[src/rtl/geom_page_validator.sv]
module geom_page_validator #(
  parameter int          COPIES   = 3,
  parameter int          PAGE_LEN = 256,
  parameter logic [15:0] CRC_INIT = 16'h4F4E,
  parameter logic [15:0] CRC_POLY = 16'h8005
) (
  input  logic        clk,
  input  logic        rst_n,
  input  logic        start,
  input  logic        byte_vld,
  input  logic [7:0]  byte_in,
  output logic        done,
  output logic        pass,
  output logic [1:0]  copy_idx,
  output logic [31:0] data_bytes,
  output logic [15:0] spare_bytes,
  output logic [31:0] pages_per_blk,
  output logic [31:0] blks_per_lun,
  output logic [7:0]  lun_count,
  output logic [3:0]  row_cycles,
  output logic [3:0]  col_cycles,
  output logic [7:0]  ecc_bits
);
  localparam int OFF_W = $clog2(PAGE_LEN);
  localparam logic [OFF_W-1:0] OFF_CRC_LO = OFF_W'(PAGE_LEN - 2);
  localparam logic [OFF_W-1:0] OFF_LAST   = OFF_W'(PAGE_LEN - 1);
  localparam logic [1:0]       LAST_COPY  = 2'(COPIES - 1);
  localparam logic [1:0]       NO_COPY    = 2'(COPIES);

  logic             busy, sig_ok;
  logic [OFF_W-1:0] off;
  logic [1:0]       cp;
  logic [15:0]      crc, crc_nx;
  logic [7:0]       crc_lo;
  logic [31:0]      sh_data, sh_pages, sh_blks;
  logic [15:0]      sh_spare;
  logic [7:0]       sh_lun, sh_cyc, sh_ecc;
  logic [7:0]       sig_exp;
  logic             copy_ok;

  function automatic logic [15:0] crc_step(input logic [15:0] c, input logic [7:0] d);
    logic [15:0] r;
    r = c;
    for (int i = 7; i >= 0; i--)
      r = {r[14:0], 1'b0} ^ ((r[15] ^ d[i]) ? CRC_POLY : 16'h0000);
    return r;
  endfunction

  always_comb begin
    case (off[1:0])
      2'd0:    sig_exp = 8'h4F;
      2'd1:    sig_exp = 8'h4E;
      2'd2:    sig_exp = 8'h46;
      default: sig_exp = 8'h49;
    endcase
  end

  assign crc_nx  = crc_step(crc, byte_in);
  assign copy_ok = sig_ok && ({byte_in, crc_lo} == crc);

  always_ff @(posedge clk or negedge rst_n) begin
    if (!rst_n) begin
      busy <= 1'b0; sig_ok <= 1'b0; off <= '0; cp <= '0;
      crc <= CRC_INIT; crc_lo <= '0;
      sh_data <= '0; sh_spare <= '0; sh_pages <= '0; sh_blks <= '0;
      sh_lun <= '0; sh_cyc <= '0; sh_ecc <= '0;
      done <= 1'b0; pass <= 1'b0; copy_idx <= '0;
      data_bytes <= '0; spare_bytes <= '0; pages_per_blk <= '0; blks_per_lun <= '0;
      lun_count <= '0; row_cycles <= '0; col_cycles <= '0; ecc_bits <= '0;
    end else if (start) begin
      busy <= 1'b1; sig_ok <= 1'b1; off <= '0; cp <= '0; crc <= CRC_INIT;
      done <= 1'b0; pass <= 1'b0; copy_idx <= '0;
      data_bytes <= '0; spare_bytes <= '0; pages_per_blk <= '0; blks_per_lun <= '0;
      lun_count <= '0; row_cycles <= '0; col_cycles <= '0; ecc_bits <= '0;
    end else if (busy && byte_vld) begin
      off <= off + 1'b1;
      if (off < OFF_W'(4) && byte_in != sig_exp) sig_ok <= 1'b0;
      if (off < OFF_CRC_LO) crc <= crc_nx;
      if (off == OFF_CRC_LO) crc_lo <= byte_in;
      case (off)
        OFF_W'(80):  sh_data[7:0]    <= byte_in;
        OFF_W'(81):  sh_data[15:8]   <= byte_in;
        OFF_W'(82):  sh_data[23:16]  <= byte_in;
        OFF_W'(83):  sh_data[31:24]  <= byte_in;
        OFF_W'(84):  sh_spare[7:0]   <= byte_in;
        OFF_W'(85):  sh_spare[15:8]  <= byte_in;
        OFF_W'(92):  sh_pages[7:0]   <= byte_in;
        OFF_W'(93):  sh_pages[15:8]  <= byte_in;
        OFF_W'(94):  sh_pages[23:16] <= byte_in;
        OFF_W'(95):  sh_pages[31:24] <= byte_in;
        OFF_W'(96):  sh_blks[7:0]    <= byte_in;
        OFF_W'(97):  sh_blks[15:8]   <= byte_in;
        OFF_W'(98):  sh_blks[23:16]  <= byte_in;
        OFF_W'(99):  sh_blks[31:24]  <= byte_in;
        OFF_W'(100): sh_lun          <= byte_in;
        OFF_W'(101): sh_cyc          <= byte_in;
        OFF_W'(112): sh_ecc          <= byte_in;
        default: ;
      endcase
      if (off == OFF_LAST) begin
        if (copy_ok) begin
          busy <= 1'b0; done <= 1'b1; pass <= 1'b1; copy_idx <= cp;
          data_bytes <= sh_data; spare_bytes <= sh_spare;
          pages_per_blk <= sh_pages; blks_per_lun <= sh_blks;
          lun_count <= sh_lun; row_cycles <= sh_cyc[3:0]; col_cycles <= sh_cyc[7:4];
          ecc_bits <= sh_ecc;
        end else if (cp == LAST_COPY) begin
          busy <= 1'b0; done <= 1'b1; copy_idx <= NO_COPY;
        end else begin
          cp <= cp + 1'b1; crc <= CRC_INIT; sig_ok <= 1'b1;
        end
      end
    end
  end

  assert_start_clear_R9: assert property (@(posedge clk) disable iff (!rst_n)
    start |=> !done && !pass);
  assert_done_hold_R9: assert property (@(posedge clk) disable iff (!rst_n)
    done && !start |=> done && $stable(copy_idx) && $stable(lun_count) && $stable(pass));
  assert_all_fail_R6: assert property (@(posedge clk) disable iff (!rst_n)
    done && !pass |-> copy_idx == NO_COPY && data_bytes == '0 && lun_count == '0);
  assert_pass_index_R5: assert property (@(posedge clk) disable iff (!rst_n)
    pass |-> done && copy_idx <= LAST_COPY);
  assert_clean_fields_R11: assert property (@(posedge clk) disable iff (!rst_n)
    !pass |-> data_bytes == '0 && blks_per_lun == '0 && ecc_bits == '0 && row_cycles == '0);
endmodule

[config.mk]
export PLATFORM = sky130hd
export DESIGN_NAME = geom_page_validator
export DESIGN_NICKNAME = d
export VERILOG_FILES = /design/src/rtl/geom_page_validator.sv
export SDC_FILE = /design/constraint.sdc
export NUM_CORES = 1
export LEC_CHECK = 0
export ABC_CLOCK_PERIOD_IN_PS = 2050
export BUFFER_PORTS_ARGS = -buffer_cell sky130_fd_sc_hd__buf_2
export CORE_AREA = 2 2 149 180
export CTS_CLUSTER_DIAMETER = 40
export DETAILED_ROUTE_END_ITERATION = 10
export DIE_AREA = 0 0 151 182
export GPL_TIMING_DRIVEN = 0
export PLACE_DENSITY = 0.73
export SKIP_LAST_GASP = 1
export SLEW_MARGIN = 20
export SYNTH_ARGS = -nofsm -noshare
export SYNTH_HDL_FRONTEND = slang
export SYNTH_SLANG_ARGS = --single-unit
[constraint.sdc]
create_clock -name clk -period 2.05 [get_ports clk]
set_input_delay 0.1025 -clock clk [delete_from_list [all_inputs] [get_ports clk]]
set_output_delay 0.1025 -clock clk [all_outputs]
set_load 0.05 [all_outputs]
-- After elaboration in Yosys (flattened, before gate mapping)
Index checks and enable logic that the tools add are counted.
- register bits: 312
- output and inout bits: 140
- add/sub/neg operators: 2
- reductions and logical operators: 29
- multiplexer cells: 79
- bitwise logic cells: 17
- equality and inequality tests: 26
- order comparisons: 2
- operators by type and width (operator ; number):
    32-bit two-way mux ; 12
    16-bit two-way mux ; 18
    8-bit by 7-bit equality test with 1-bit output, second input constant ; 17
    16-bit bitwise XOR ; 8
    8-bit two-way mux ; 10
    3-bit AND reduction ; 20
    4-bit two-way mux ; 8
    1-bit two-way mux ; 20
    2-bit two-way mux ; 10
    16-bit equality test ; 1
    8-bit equality test, second input constant ; 2
    4-bit one-hot mux with 3 select lines ; 1
    8-bit by 1-bit adder with 8-bit output, second input constant ; 1
    8-bit by 3-bit < comparator with 1-bit output, second input constant ; 1
    8-bit < comparator, second input constant ; 1
    8-bit != test ; 1
    1-bit bitwise XOR ; 8
    2-bit nonzero test ; 3
    2-bit equality test, second input constant ; 2
    2-bit != test, second input constant ; 2
    4-bit AND reduction ; 1
    1-bit logical AND ; 3
    3-bit nonzero test ; 1
    2-bit by 1-bit adder with 2-bit output, second input constant ; 1
    other kinds (3) ; 3

-- Depth between registers and ports, before layout
Gate-level depths: netlist of run 1.
- depth in word-level cells: 30
- mapped depth: 10
- gate-level depth less buffers: 6

-- Least setup slack after synthesis of run 1
OpenSTA, ideal clock, no wires.
- path kind: reg2reg
- start: register crc[8]
- end: register blks_per_lun[0]
- library setup time: 0.136 ns
- stages on the path, launching flop included: 9
- path slack: -0.191 ns
- buffers on the path: 2
- data arrival time: 2.104 ns
- cells stage by stage: dfstp_2 -> xnor2_1 -> nand4_1 -> or3_1 -> or4_4 -> buf_6 -> buf_6 -> nand2_1 -> a21oi_1
- longest elaborated chain between the ends: 4
- RTL lines (element ; RTL line ; source):
    from (decl) ; 33 ; logic [15:0] crc, crc_nx;
    from (signal assigned) ; 78 ; if (off < OFF_CRC_LO) crc <= crc_nx;
    16-bit equality test ; 59 ; assign copy_ok = sig_ok && ({byte_in, crc_lo} == crc);
    1-bit logical AND ; 59 ;
    2-bit nonzero test (no line) ; - ;
    3-bit AND reduction (no line) ; - ;
    to (signal assigned) ; 104 ; pages_per_blk <= sh_pages; blks_per_lun <= sh_blks;
    to (decl) ; 18 ; output logic [31:0] blks_per_lun,
Every way passes these cells.
A chain may end at the register's enable or synchronous reset.

-- Final worst setup path of run 1
- start: register crc[9]
- end: register blks_per_lun[18]
The elaborated chain is that of the path after synthesis.

==> flow_summary.yaml, run 1 <==
route:
  drc: 0
  routed_via_density: 5.48
  ant_nets: 0
  num_vias: 9217
  dr.pass1.iters: 5
  wl_per_cell_um: 19.8
  drt_wl_total_um: 33300
  drt_iter0_markers: 497
setup_path:
  crit_buf_inv: 2
  cp.required_ns: 2.41
  crit_path_max_incr_delay_ns: 0.58
  cpLargestDelayFamily: "simple AND/OR/NAND/NOR gates"
  rrSetupSlack_ns: -0.38
  crit_arrival_ns: 2.79
  reg2reg_depth: 8
  reg2reg_to: "blks_per_lun[18]"
  cp_max_fo: 5
  crit_slowest_cell: "dfstp_2"
  endpoint_kind: "register"
  start_kind: "register"
  crit_type: "register to register"
  cp_cell_sequence: "xnor2_4, nand4_1, or3_4, or4_4, clkbuf_16, buf_16, nand2_4, a21oi_2"
  reg2reg_from: "crc[9]"
sta:
  fin_crit_sh: 1.19
  grt_setup_unrepaired: "yes"
  fin_worst_skew_ns: 0.0244
  holdWs_ns: 0.0567
  finalCriticalPeriod_ns: 2.43
  setup_viol: 245
  relSlewSlack: 0.336
  fmax_mhz: 411
  slew_violations: 0
  tightest_slew_ns: 0.997
  worst_slack_ns: -0.384
  hold_violations: 0
die:
  die_y_um: 182
  ioPinCount: 152
  die_w_um: 151
  coreArea_mm2: 0.0259
  rows: 65
  start_util: 0.492
  die_area_mm2: 0.0275
status:
  outcome: "finished, violations left"
  violations: "setup timing"
cts:
  numClockSinks: 312
  worstSkewPairLatency_ns: 0.51
  max-clock-path-buffers: 3
  htreeDepth: 2
  cts-root-buf: "clkbuf_16"
  cts_buffers: 35
  clk_pin_slew_ns: 0.06
  cts_tree: "done"
global_routing:
  antenna_found_initial: 0
  grt.overflow.total: 0
  grt_pass1_vias: 9372
  grt_max_degree: 100
  grt_usage: 0.237
  grt_pass1_wl_um: 50500
synth:
  synth_commonest_cells: "303 x dfrtp_1, 296 x nand2_1, 144 x mux2_2"
  yosys_warnings: 0
  synth-xor-area-share: 0.0295
  synth_compound_area_frac: 0.0734
  synth_edf_count: 0
  synth_mux_area_frac: 0.128
  synth_area_mm2: 0.0127
  yosysTopAreaCellShare: 0.596
  synth_top_family_by_area: "multiplexers"
  synth-seq-cells: 312
  synth_cell_types: 46
  async_flop_share: 1.00
  synth_area_leader_cell: "dfrtp_1"
  yosysSeqAreaShare: 0.615
  synthSimpleGateAreaFrac: 0.113
  synth_area_leaders: "dfrtp_1 60%, mux2_2 13%, nand2_1 8.7%, a21oi_1 5.5%, dfstp_2 1.9%"
  yosysMostFrequentCell: "dfrtp_1"
  yosys_most_used_dff: "dfrtp_1"
  synth_adder_area_share: 0.00492
  synth_area_per_cell_um2: 11.6
  synthCells: 1094
  syn_nets: 1111
power:
  p_sw_mw: 3.17
  netSwitchingFraction: 0.229
  p_total_mw: 13.8
  power_frac_comb: 0.066
  power_leakage_nw: 7.99
  p_per_area_mw_per_mm2: 817
  p_int_mw: 10.7
  peakVddDrop_uv: 697
  power_frac_seq: 0.459
  clock_power_share: 0.475
hold_path:
  worstHoldPathType: "input port to async pin"
cells_and_area:
  diodes: 0
  final_net_count: 1339
  syn_to_final_growth_pct: 33.0
  fin_area_mm2: 0.0169
  drive_above_1_share: 0.447
job:
  cap_violations: 0
place:
  placed_cell_area_mm2: 0.0140
  post-dp-hpwl_um: 20000
  gp_congestion: 0.851
  buffer_ports.inserted: 150
## stage by stage
stage	TNS, ns	std cells	utilization	setup WS [ns]
2_1_floorplan	-14.91	1094	-	-0.123
3_3_place_gp	-1542.70	1579	0.538	-4.81
3_5_place_dp	-74.92	1582	0.542	-0.519
4_1_cts	-43.24	1667	0.619	-0.313
5_1_grt	-71.78	1683	0.654	-0.435
6_report	-57.60	1683	0.654	-0.384
## power by group through the flow
stage / logic (mW) / clock network (mW) / registers (mW)
2_1_floorplan: 0.478 / 0 / 6.42
3_3_place_gp: 0.748 / 0 / 6.44
3_5_place_dp: 0.781 / 0 / 6.44
4_1_cts: 0.889 / 6.64 / 6.33
5_1_grt: 0.995 / 6.94 / 6.34
6_report: 0.919 / 6.56 / 6.34
## kinds of logic after synthesis
family / after synthesis
compound gates: 168
buf+inv: 77
fa+ha+maj: 5
xor+xnor: 38
flops: 312
mux: 145
simple gates: 349
## what timing repair did
action	4_1_cts	5_1_grt
gates cloned	4	11
pin swaps	41	47
setup endpoints to repair	268	271
endpoints found under the hold margin	212	0
resized for setup	113	152
hold buffers	1	0
buffers inserted	18	5
## how the worst max path moves through the flow
stage                     cells after the start  slack, ns           endpoint  startpoint
after global placement                        1      -4.81     data_bytes[17]       rst_n
after global routing                          8      -0.44    blks_per_lun[0]      crc[9]
after floorplan                               8      -0.12    blks_per_lun[0]      crc[9]
after detailed placement                     10      -0.52  pages_per_blk[30]      off[2]
final                                         8      -0.38   blks_per_lun[18]      crc[9]
after CTS                                     8      -0.31      data_bytes[5]      crc[9]
## placed cells by master, fill, tap and decap left out, types with 6 or more instances in the layout
| cell type | instances |
|---|---|
| clkbuf_1 | 39 |
| xnor2_1 | 16 |
| dfrtp_1 | 303 |
| nand2_1 | 225 |
| buf_16 | 7 |
| nand4_1 | 8 |
| buf_4 | 23 |
| xnor2_2 | 7 |
| dfstp_2 | 9 |
| buf_6 | 7 |
| a21oi_2 | 62 |
| a22o_1 | 6 |
| buf_2 | 151 |
| clkbuf_16 | 48 |
| nand2_4 | 61 |
| nor2_1 | 13 |
| buf_8 | 15 |
| clkinvlp_4 | 6 |
| buf_12 | 10 |
| a21oi_1 | 77 |
| xor2_1 | 11 |
| nand2_2 | 10 |
| mux2_2 | 144 |
## layout make-up
class | count | area (um^2)
Buffer | 70 | 583
Clock buffer | 46 | 1010
Clock inverter | 17 | 223
Fill cell | 1884 | 8950
Inverter | 6 | 22.5
Multi-Input combinational cell | 705 | 5360
Sequential cell | 312 | 7820
Tap cell | 335 | 419
Timing Repair Buffer | 192 | 1470
## routing by layer
metal	vias to the layer above	GRT usage	part of all wire
met4	0	0.0893	0.030
met1	4743	0.305	0.41
met5	-	0	0
met3	74	0.0420	0.049
met2	265	0.399	0.51
li1	4135	-	-
## flip-flops by register name (all words and copies together), names as in the netlist, 4 cells and up
register and flops:
crc_lo 8, col_cycles 4, row_cycles 4, lun_count 8
sh_blks 32, data_bytes 32, sh_spare 16, sh_data 32
spare_bytes 16, crc 16, sh_pages 32, sh_cyc 8
off 8, pages_per_blk 32, ecc_bits 8, sh_lun 8
sh_ecc 8, blks_per_lun 32
(Power assumes the default switching activity.)
==> run 2, diff against run 1 <==
--- a/config.mk
+++ b/config.mk
@@ -8,6 +8,7 @@
 export ABC_CLOCK_PERIOD_IN_PS = 2050
 export BUFFER_PORTS_ARGS = -buffer_cell sky130_fd_sc_hd__buf_2
 export CORE_AREA = 2 2 149 180
+export CTS_BUF_LIST = sky130_fd_sc_hd__clkbuf_4 sky130_fd_sc_hd__clkbuf_8 sky130_fd_sc_hd__clkbuf_16
 export CTS_CLUSTER_DIAMETER = 40
 export DETAILED_ROUTE_END_ITERATION = 10
 export DIE_AREA = 0 0 151 182
==> run 2 against run 1 <==
Largest power group unchanged. Non-clock buffer count rose by 15. Final cell count rose by 0.95%. Sequential cell count did not move. Wire length rose by 2.1%. The flow still finishes with violations (setup timing). Critical endpoint is now blks_per_lun[19]. Sequential power barely moved. Setup slack got worse by 0.088 ns. Die area did not move. First-iteration DRC count fell by 2.2%. Clock power rose by 0.8%.
==> flow_summary.yaml, run 2 (synthesis gave the netlist of run 1 again) <==
global_routing:
  grt_usage: 0.233
  grt_pass1_vias: 9327
  grt_pass1_wl_um: 49800
  antenna_found_initial: 0
  grt.overflow.total: 0
  grt_max_degree: 100
sta:
  finalCriticalPeriod_ns: 2.52
  setup_viol: 184
  worst_slack_ns: -0.472
  fmax_mhz: 397
  hold_violations: 0
  slew_violations: 0
  fin_worst_skew_ns: 0.0198
  fin_crit_sh: 1.23
  tightest_slew_ns: 0.956
  grt_setup_unrepaired: "yes"
  setup_tns_ns: -55.33
  relSlewSlack: 0.363
die:
  rows: 65
  start_util: 0.492
  die_w_um: 151
  die_area_mm2: 0.0275
  coreArea_mm2: 0.0259
  ioPinCount: 152
  die_y_um: 182
cells_and_area:
  syn_to_final_growth_pct: 35.1
  final_net_count: 1355
  final_cell_mix: "300 x dfrtp_1, 221 x nand2_1, 151 x buf_2, 144 x mux2_2, 78 x a21oi_1"
  drive_above_1_share: 0.468
  multi_input_area_mm2: 0.00545
  layout_commonest_cell: "dfrtp_1"
  fin_cells: 1699
  fillers: 1878
  seqCellArea_mm2: 0.00782
  diodes: 0
place:
  post-dp-hpwl_um: 20000
  gp_congestion: 0.851
  buffer_ports.inserted: 150
  numPlacedInstances: 1582
setup_path:
  start_kind: "register"
  crit_type: "register to register"
  rrSetupSlack_ns: -0.47
  cp_max_fo: 10
  crit_slowest_cell: "dfstp_2"
  endpoint_kind: "register"
  crit_arrival_ns: 2.94
  cp_cell_sequence: "xnor2_4, nand4_1, or3_4, buf_4, nor4_4, buf_6, buf_12, buf_8, nand2_1, a21oi_1"
  cp.required_ns: 2.47
  crit_path_max_incr_delay_ns: 0.58
status:
  outcome: "finished, violations left"
  violations: "setup timing"
route:
  drc: 0
  num_vias: 9215
  dr.pass1.iters: 5
  drt_iter0_markers: 486
  drt_wl_total_um: 34000
  wl_per_cell_um: 20.0
  routed_via_density: 5.42
  ant_nets: 0
power:
  power_leakage_nw: 8.14
  peakVddDrop_uv: 636
  p_per_area_mw_per_mm2: 815
cts:
  cts_buffers: 35
  cts-root-buf: "clkbuf_16"
  numClockSinks: 312
  max-clock-path-buffers: 3
  worstSkewPairLatency_ns: 0.51
  clk_pin_slew_ns: 0.06
  htreeDepth: 2
  cts_tree: "done"
job:
  cap_violations: 0
hold_path:
  worstHoldPathType: "input port to async pin"
## run 2: area by class of cell
| class | instances | share of cell area |
|---|---|---|
| Inverter | 6 | 0.00131 |
| Tap cell | 335 | 0.0244 |
| Timing Repair Buffer | 208 | 0.0944 |
| Clock buffer | 46 | 0.0596 |
| Clock inverter | 17 | 0.0130 |
| Sequential cell | 312 | 0.455 |
| Buffer | 69 | 0.0349 |
| Multi-Input combinational cell | 706 | 0.317 |
## run 2: worst paths after layout
path / from / end / depth (start not counted)
min in group clk: byte_in[5] / crc[6] / 4
max in group asynchronous: rst_n / sh_pages[29] / 4
max reg2reg: crc[9] / blks_per_lun[19] / 10
min: rst_n / lun_count[4] / 2
min reg2reg: sh_spare[10] / sh_spare[10] / 1
max: crc[9] / blks_per_lun[19] / 10
## run 2: repair_timing
| item | CTS | global route |
|---|---|---|
| gates cloned | 4 | 12 |
| pin swaps | 35 | 57 |
| buffers inserted | 17 | 23 |
| endpoints found under the hold margin | 212 | 0 |
| hold buffers | 1 | 0 |
| setup endpoints to repair | 268 | 269 |
| resized for setup | 101 | 186 |
## run 2: power by group
| part | internal, mW | switching [mW] |
|---|---|---|
| registers | 6.25 | 0.0920 |
| clock network | 4.07 | 2.54 |
| logic | 0.460 | 0.593 |
## run 2: per-layer routing
| layer | up-vias | routed length, um | track usage |
|---|---|---|---|
| met5 | - | 0 | 0 |
| met4 | 0 | 1120 | 0.0879 |
| met3 | 79 | 1540 | 0.0437 |
| met2 | 251 | 17500 | 0.394 |
| met1 | 4718 | 13800 | 0.299 |
| li1 | 4167 | - | - |
## run 2: worst max-delay path: cells and delay by family (launching register included)
kind            cells  cell delay (ns)
xor+xnor            1             0.13
buf+inv             4             0.64
simple gates        4             0.87
flops               1             0.58
compound gates      1             0.20
## run 2: through the flow
| stage | power, mW | utilization | hold WS (ns) | worst slack, ns | instance area, um^2 |
|---|---|---|---|---|---|
| 5_1_grt | 14.5 | 0.664 | 0.0733 | -0.562 | 17200 |
| 6_report | 14.0 | 0.664 | 0.0564 | -0.472 | 17200 |
| 3_5_place_dp | 7.22 | 0.542 | 0.00483 | -0.519 | 14000 |
| 4_1_cts | 13.9 | 0.616 | 0.0372 | -0.305 | 15900 |
| 2_1_floorplan | 6.90 | - | -0.193 | -0.123 | 12700 |
| 3_3_place_gp | 7.18 | 0.538 | 0.486 | -4.81 | 13900 |
==> run 3, diff against run 2 <==
--- a/config.mk
+++ b/config.mk
@@ -5,15 +5,15 @@
 export SDC_FILE = /design/constraint.sdc
 export NUM_CORES = 1
 export LEC_CHECK = 0
-export ABC_CLOCK_PERIOD_IN_PS = 2050
 export BUFFER_PORTS_ARGS = -buffer_cell sky130_fd_sc_hd__buf_2
-export CORE_AREA = 2 2 149 180
+export CORE_AREA = 2 2 116 231
 export CTS_BUF_LIST = sky130_fd_sc_hd__clkbuf_4 sky130_fd_sc_hd__clkbuf_8 sky130_fd_sc_hd__clkbuf_16
 export CTS_CLUSTER_DIAMETER = 40
 export DETAILED_ROUTE_END_ITERATION = 10
-export DIE_AREA = 0 0 151 182
+export DIE_AREA = 0 0 118 233
 export GPL_TIMING_DRIVEN = 0
 export PLACE_DENSITY = 0.73
+export REMOVE_ABC_BUFFERS = 1
 export SKIP_LAST_GASP = 1
 export SLEW_MARGIN = 20
 export SYNTH_ARGS = -nofsm -noshare
==> run 3 against run 2 <==
The run still ends with setup timing left. Core utilization fell by 3.9 points. Worst hold slack got worse by 0.040 ns. Global-route usage fell by 0.36 points. Register-to-register slack got worse by 0.04 ns. Final cell count fell by 3.4%. Critical path depth fell by 2. Final area fell by 6.6%. Clock power fell by 23%. Sequential cell count did not move. Clock skew fell by 0.010 ns. Count of clock-buffer cells in the layout fell by 7. Die area barely moved. Largest cell class unchanged.
==> flow_summary.yaml, run 3 (synthesis gave the netlist of run 1 again) <==
cells_and_area:
  fin_cells: 1641
  post-route-util: 0.626
  layout_commonest_cell: "dfrtp_1"
  final_cell_mix: "299 x dfrtp_1, 238 x nand2_1, 151 x buf_2, 144 x mux2_2, 96 x a21oi_1"
  drive_above_1_share: 0.436
  syn_to_final_growth_pct: 26.3
  fin_area_mm2: 0.0161
  diodes: 0
  final_net_count: 1299
global_routing:
  grt_max_degree: 103
  grt_pass1_vias: 9319
  grt_usage: 0.230
  grt.overflow.total: 0
  grt_pass1_wl_um: 49900
  antenna_found_initial: 0
route:
  ant_nets: 0
  dr.pass1.iters: 5
  wl_per_cell_um: 20.3
  num_vias: 9090
  met1_length_um: 12600
  drt_iter0_markers: 667
  routed_via_density: 5.54
  wl_met3_um: 1270
  routed.top_layer: "met4"
  wl_met2_um: 17900
  drt_wl_total_um: 33300
  drc: 0
place:
  post-dp-hpwl_um: 19100
  numPlacedInstances: 1538
  gp_congestion: 0.779
  buffer_ports.inserted: 151
  place_ws_ns: -1.72
  placed_cell_area_mm2: 0.0138
sta:
  fmax_mhz: 391
  relSlewSlack: 0.376
  tightest_slew_ns: 0.933
  setup_tns_ns: -64.54
  hold_violations: 0
  slew_violations: 0
  finalCriticalPeriod_ns: 2.56
  fin_crit_sh: 1.25
  holdWs_ns: 0.0159
  setup_viol: 160
  worst_slack_ns: -0.507
  fin_worst_skew_ns: 0.00944
  grt_setup_unrepaired: "yes"
setup_path:
  crit_type: "register to register"
  cp_cell_sequence: "xnor2_4, nand4_1, or3_4, or4_4, buf_12, clkbuf_16, nand2_1, a21oi_1"
  crit_slowest_cell: "dfstp_2"
  rrSetupSlack_ns: -0.51
  cp.required_ns: 2.44
  endpoint_kind: "register"
  crit_arrival_ns: 2.95
  crit_buf_inv: 2
  start_kind: "register"
  cp_max_fo: 16
  crit_path_max_incr_delay_ns: 0.58
  cpLargestDelayFamily: "simple AND/OR/NAND/NOR gates"
cts:
  worstSkewPairLatency_ns: 0.54
  clk_pin_slew_ns: 0.07
  htreeDepth: 1
  max-clock-path-buffers: 3
  cts-root-buf: "clkbuf_16"
  cts_buffers: 26
  numClockSinks: 312
  cts_tree: "done"
die:
  rows: 83
  coreArea_mm2: 0.0257
  die_area_mm2: 0.0275
  start_util: 0.496
  ioPinCount: 152
  die_w_um: 118
  die_y_um: 233
power:
  peakVddDrop_uv: 651
  power_leakage_nw: 7.97
  p_per_area_mw_per_mm2: 768
  p_total_mw: 12.3
hold_path:
  worstHoldPathType: "input port to register"
job:
  cap_violations: 0
status:
  outcome: "finished, violations left"
  violations: "setup timing"
[run 3: report_power, final]
part / leakage, nW / switching (mW) / internal, mW
clock network: 0.449 / 2.24 / 2.87
logic: 3.21 / 0.526 / 0.360
registers: 4.31 / 0.0857 / 6.25
[run 3: path summary, 6_finish.rpt]
path / start / to / depth (start not counted)
max: crc[8] / data_bytes[30] / 8
min: start / blks_per_lun[31] / 2
max reg2reg: crc[8] / data_bytes[30] / 8
min reg2reg: sh_data[28] / sh_data[28] / 1
max in group asynchronous: rst_n / ecc_bits[1] / 3
min in group asynchronous: rst_n / blks_per_lun[7] / 3
[run 3: area by class of cell]
| cell class | instances | area (um^2) |
|---|---|---|
| sequential | 312 | 7820 |
| clock buffer | 39 | 810 |
| timing repair buffer | 230 | 1840 |
| tap | 340 | 425 |
| inverter | 6 | 22.5 |
| fill | 1992 | 9600 |
| multi-input combinational | 706 | 5060 |
| clock inverter | 8 | 76.3 |
[run 3: timing repair]
item,CTS,global route
endpoints found under the setup margin,270,272
pin swaps,90,25
hold buffers,3,0
setup buffers,36,5
cloned,6,7
endpoints found under the hold margin,207,0
gates resized for setup,144,65
[run 3: metal layers]
metal | track usage | vias up
li1 | - | 4041
met1 | 0.267 | 4681
met2 | 0.419 | 285
met3 | 0.0301 | 83
met4 | 0.108 | 0
met5 | 0 | -
